===== src/rtl/txc_pkg.sv =====
package txc_pkg;

  // Word indexes on the register bus (byte address >> 1)
  localparam int unsigned FLAG_WORD = 0;
  localparam int unsigned EN_WORD   = 1;

  typedef enum logic [1:0] {
    SEL_NONE = 2'd0,
    SEL_FLAG = 2'd1,
    SEL_EN   = 2'd2
  } txc_sel_e;

endpackage


===== src/rtl/txc_bus_if.sv =====
module txc_bus_if #(
  parameter int unsigned NUM_BUF = 16,
  parameter int unsigned ADDR_W  = 4
) (
  input  logic               clk,
  input  logic               rst,
  input  logic [ADDR_W-1:0]  addr,
  input  logic               wr,
  input  logic               rd,
  input  logic               rmw,
  input  logic [NUM_BUF/8-1:0] be,
  input  logic [NUM_BUF-1:0] wdata,
  input  logic [NUM_BUF-1:0] flags,
  input  logic [NUM_BUF-1:0] enables,
  output logic [NUM_BUF-1:0] flag_clr,
  output logic [NUM_BUF-1:0] en_we,
  output logic [NUM_BUF-1:0] rdata
);
  import txc_pkg::*;

  localparam int unsigned LANES = NUM_BUF / 8;
  localparam int unsigned WA_W  = ADDR_W - 1;

  logic [WA_W-1:0]    word_idx;
  logic               unused_byte_sel;
  txc_sel_e           sel;
  logic [NUM_BUF-1:0] lane_mask;
  logic [NUM_BUF-1:0] rdata_q;

  assign word_idx        = addr[ADDR_W-1:1];
  assign unused_byte_sel = addr[0];

  always_comb begin
    if (word_idx == WA_W'(FLAG_WORD))
      sel = SEL_FLAG;
    else if (word_idx == WA_W'(EN_WORD))
      sel = SEL_EN;
    else
      sel = SEL_NONE;
  end

  // Expand byte enables to a per-bit mask
  for (genvar l = 0; l < LANES; l++) begin : g_lane
    assign lane_mask[l*8 +: 8] = {8{be[l]}};
  end

  always_comb begin
    flag_clr = '0;
    en_we    = '0;
    if (wr && sel == SEL_FLAG)
      flag_clr = lane_mask & ~wdata;
    if (wr && sel == SEL_EN)
      en_we = lane_mask;
  end

  always_ff @(posedge clk) begin
    if (rst) begin
      rdata_q <= '0;
    end else if (rd) begin
      unique case (sel)
        SEL_FLAG: rdata_q <= rmw ? '1 : flags;
        SEL_EN:   rdata_q <= enables;
        default:  rdata_q <= '0;
      endcase
    end
  end

  assign rdata = rdata_q;

endmodule


===== src/rtl/txc_flag_bank.sv =====
module txc_flag_bank #(
  parameter int unsigned NUM_BUF = 16
) (
  input  logic               clk,
  input  logic               rst,
  input  logic [NUM_BUF-1:0] set_i,
  input  logic [NUM_BUF-1:0] sw_clr_i,
  input  logic [NUM_BUF-1:0] req_clr_i,
  output logic [NUM_BUF-1:0] flags_o
);

  logic [NUM_BUF-1:0] flag_q;

  for (genvar b = 0; b < NUM_BUF; b++) begin : g_flag
    always_ff @(posedge clk) begin
      if (rst)
        flag_q[b] <= 1'b0;
      else if (set_i[b])
        flag_q[b] <= 1'b1;          // completion wins over any clear
      else if (sw_clr_i[b] || req_clr_i[b])
        flag_q[b] <= 1'b0;
    end
  end

  assign flags_o = flag_q;

endmodule


===== src/rtl/txc_enable_reg.sv =====
module txc_enable_reg #(
  parameter int unsigned NUM_BUF = 16
) (
  input  logic               clk,
  input  logic               rst,
  input  logic [NUM_BUF-1:0] we_mask,
  input  logic [NUM_BUF-1:0] wdata,
  output logic [NUM_BUF-1:0] en_o
);

  logic [NUM_BUF-1:0] en_q;

  always_ff @(posedge clk) begin
    if (rst)
      en_q <= '0;
    else
      en_q <= (en_q & ~we_mask) | (wdata & we_mask);
  end

  assign en_o = en_q;

endmodule


===== src/rtl/txc_irq_gen.sv =====
module txc_irq_gen #(
  parameter int unsigned NUM_BUF = 16
) (
  input  logic               clk,
  input  logic               rst,
  input  logic [NUM_BUF-1:0] flags,
  input  logic [NUM_BUF-1:0] enables,
  output logic               irq
);

  logic irq_q;

  always_ff @(posedge clk) begin
    if (rst)
      irq_q <= 1'b0;
    else
      irq_q <= |(flags & enables);
  end

  assign irq = irq_q;

endmodule


===== src/rtl/txc_regs.sv =====
module txc_regs #(
  parameter int unsigned NUM_BUF = 16,
  parameter int unsigned ADDR_W  = 4
) (
  input  logic                 clk,
  input  logic                 rst,
  input  logic [ADDR_W-1:0]    bus_addr,
  input  logic                 bus_wr,
  input  logic                 bus_rd,
  input  logic                 bus_rmw,
  input  logic [NUM_BUF/8-1:0] bus_be,
  input  logic [NUM_BUF-1:0]   bus_wdata,
  output logic [NUM_BUF-1:0]   bus_rdata,
  input  logic [NUM_BUF-1:0]   tx_done,
  input  logic [NUM_BUF-1:0]   req_wr,
  output logic                 tx_irq
);

  logic [NUM_BUF-1:0] flags_q;
  logic [NUM_BUF-1:0] en_q;
  logic [NUM_BUF-1:0] flag_clr;
  logic [NUM_BUF-1:0] en_we;

  txc_bus_if #(.NUM_BUF(NUM_BUF), .ADDR_W(ADDR_W)) u_bus (
    .clk      (clk),
    .rst      (rst),
    .addr     (bus_addr),
    .wr       (bus_wr),
    .rd       (bus_rd),
    .rmw      (bus_rmw),
    .be       (bus_be),
    .wdata    (bus_wdata),
    .flags    (flags_q),
    .enables  (en_q),
    .flag_clr (flag_clr),
    .en_we    (en_we),
    .rdata    (bus_rdata)
  );

  txc_flag_bank #(.NUM_BUF(NUM_BUF)) u_flags (
    .clk       (clk),
    .rst       (rst),
    .set_i     (tx_done),
    .sw_clr_i  (flag_clr),
    .req_clr_i (req_wr),
    .flags_o   (flags_q)
  );

  txc_enable_reg #(.NUM_BUF(NUM_BUF)) u_en (
    .clk     (clk),
    .rst     (rst),
    .we_mask (en_we),
    .wdata   (bus_wdata),
    .en_o    (en_q)
  );

  txc_irq_gen #(.NUM_BUF(NUM_BUF)) u_irq (
    .clk     (clk),
    .rst     (rst),
    .flags   (flags_q),
    .enables (en_q),
    .irq     (tx_irq)
  );

endmodule


===== config.mk =====
export PLATFORM = sky130hd
export DESIGN_NAME = txc_regs
export DESIGN_NICKNAME = d
export VERILOG_FILES = /design/src/rtl/txc_pkg.sv /design/src/rtl/txc_bus_if.sv /design/src/rtl/txc_flag_bank.sv /design/src/rtl/txc_enable_reg.sv /design/src/rtl/txc_irq_gen.sv /design/src/rtl/txc_regs.sv
export SDC_FILE = /design/constraint.sdc
export NUM_CORES = 1
export LEC_CHECK = 0
export ABC_AREA = 1
export BUFFER_PORTS_ARGS = -buffer_cell sky130_fd_sc_hd__buf_4
export CORE_ASPECT_RATIO = 0.8
export CORE_MARGIN = 4
export CORE_UTILIZATION = 45
export CTS_CLUSTER_DIAMETER = 40
export DETAILED_ROUTE_END_ITERATION = 12
export PLACE_DENSITY = 0.71
export SYNTH_ARGS = -nofsm -noshare
export SYNTH_HDL_FRONTEND = slang
export SYNTH_SLANG_ARGS = --single-unit

===== constraint.sdc =====
create_clock -name clk -period 1.6 [get_ports clk]
set_input_delay 0.24 -clock clk [delete_from_list [all_inputs] [get_ports clk]]
set_output_delay 0.24 -clock clk [all_outputs]
set_load 0.1 [all_outputs]

==> key figures <==
Global route
  – Vias in the first global route: approximately 2,400
  – Largest net degree at the start of global routing: 33
  – Grt ovf: 0
  – First-pass GRT wire length: ~11,000 um
  – Total GRT Usage: around a fifth
  – Initial antenna violation count: 0

Detailed routing
  – First drt pass iteration count: 5
  – Vias: between 2,000 and 3,000
  – Residual DRC: 0
  – First DRT Iteration DRCs: 197
  – Routed len/inst: roughly 12 um
  – Vias/cell: between 4 and 5
  – Remaining antenna violation count after routing: 0
  – Final WL: 6610 um

Synth
  – Number of synthesized register bits: 49
  – Syn. warnings: 0
  – Syn_area_per_cell: 6.27 um^2
  – Cell Area, Synth: ~2500 um^2
  – Synth cell types: 17
  – Synth cell count leaders: nand2_1, nor2_1, inv_1, dfxtp_1, a21oi_1
  – Post-synth top area cell: dfxtp_1
  – Synth area leaders: dfxtp_1, nand2_1, nor2_1
  – Async S/R FF share, synth: 0%
  – Post-synth EDFFs: 0
  – Seq/Total Area, Yosys: about two fifths
  – Count leader, synth: nand2_1
  – Ys flop type: dfxtp_1
  – Yosys top cell area share: roughly two fifths
  – Synthesized netlist cell count: 400
  – Syn_nets: 459

Die
  – Rows: 24
  – Chip Width: between 90 and 100 um
  – Die Ht: roughly 75 um
  – Initial Utilization: 46.2%
  – Io pins: between 70 and 80
  – Die area: between 6000 and 7000 um^2
  – Placeable Area: between 5000 and 6000 um^2

STA
  – Hold slack: 179 ps
  – Fin crit period: about 1200 ps
  – Setup ws final: roughly 400 ps
  – Slew HR: 65.9%
  – # setup viols final: 0
  – Worst-margin pin slew: 512 ps
  – Unrepaired setup endpoints after global routing: no
  – Fmax: 839 MHz
  – Fin. max-slew vios: 0
  – Final period util: between 70% and 80%
  – Fin. Hold Viols: 0
  – Worst clock skew: about 7.3 ps
  – Setup_tns: 0 ps

Pwr
  – Max IR drop VDD: 479 uV
  – Total power draw: between 2 and 3 mW
  – P per Cell Area: between 900 and 1000 nW/um^2
  – Static leakage: about 1.6 nW

Placement
  – Port bufs: 74
  – Placed instance area: a little over 3000 um^2
  – Dpl ws: roughly 280 ps
  – RD Place Congestion: about 0.85
  – Cell count after placement: 538
  – DP Wirelength: about 4800 um

Critical path
  – Crit path max-delay cell type: dfxtp_1
  – Crit-path cells: buf_4
  – Startpoint types: flip-flop
  – Worst EP arrival: ~950 ps
  – Setup CP Type: reg -> out
  – Cell family with most CP delay: flip-flops
  – Worst EP required: 1360 ps
  – Peak per-stage delay on the critical path: ~350 ps
  – WP buf/inv: 1
  – Crit-path max FO: 2
  – Critical Path Sink Type: output pin

Cells and area
  – Antenna diode count: 0
  – Layout cells sized above 1: 20.1%
  – Final Util: 59.8%
  – Area growth syn-to-layout: 29.6%
  – Design area: about 3300 um^2
  – Nets@finish: about 530
  – Final Non-Filler Cells: between 500 and 600

CTS
  – Worst skew pair latency: 300 ps
  – Post_cts resized: 0
  – CTS H-tree lvls: 2
  – Clock slew at reported path FFs: roughly 100 ps
  – Maximum root-to-sink buffer count: 2
  – CTS Buf Count: 5
  – Clock root buffer: clkbuf_8
  – TritonCTS clock tree: done
  – Clock sink total: between 40 and 50
  – CTS Hold Bufs: 0
  – Setup Buffers After CTS: 0

Hold path
  – Hold crit path type: in -> reg

Status
  – Run status: completed

Flow run
  – Max-cap violations: 0
==> cell families (layout without fill, tap and decap cells) <==
logic type | count (synthesis) | in the layout | share of synthesized area (%)
DFF | 49 | 49 | 39.1
AOI/OAI and AO/OA | 48 | 48 | 11.2
and+or+nand+nor | 213 | 213 | 35.5
buffers and inverters | 90 | 158 | 14.2
==> routing by layer <==
metal	share of wire [%]	vias to the layer above	track usage, %
met4	0.68	0	5.02
met5	0	-	0
li1	-	1361	-
met2	43	85	32.6
met3	8.1	4	3.60
met1	48	1091	27.3
==> layout by cell type, fill, tap and decap left out <==
master / n
nor2_4: 1
nor2_8: 1
buf_4: 80
nor2_1: 70
inv_6: 1
inv_1: 69
nand3_1: 16
a21oi_1: 32
clkbuf_8: 5
nand2_1: 106
o211ai_1: 16
inv_2: 1
nand2_2: 3
bufinv_16: 2
dfxtp_1: 49
nand4_1: 16
==> tightest hold or removal path, stage by stage <==
cell and delay (ps):
buf_4 110, inv_1 40, a21oi_1 50
==> report_power, final <==
group	switching, mW	total (mW)	internal (mW)
logic	0.399	0.606	0.207
registers	0.0409	1.32	1.28
clock network	0.425	1.05	0.629
total	0.865	2.98	2.12
==> worst paths after layout <==
path	startpoint	endpoint	slack, ps	cells after the start
setup / recovery	u_bus.rdata[1]$_SDFFE_PP0P_	bus_rdata[1]	410	1
hold / removal	tx_done[7]	u_flags.flags_o[7]$_SDFFE_PP0P_	180	3
setup reg to reg	u_flags.flags_o[4]$_SDFFE_PP0P_	u_irq.irq$_SDFF_PP0_	700	6
hold reg to reg	flip-flop	flip-flop	460	2
==> area by class of cell <==
type | instances | area, um^2
clock buffers | 5 | 68.8
clock inverters | 3 | 68.8
fillers | 542 | 2180
inverters | 70 | 263
multi-input cells | 261 | 1170
flip-flops and latches | 49 | 981
well taps | 78 | 97.6
repair buffers | 80 | 601
(Power assumes the default switching activity.)
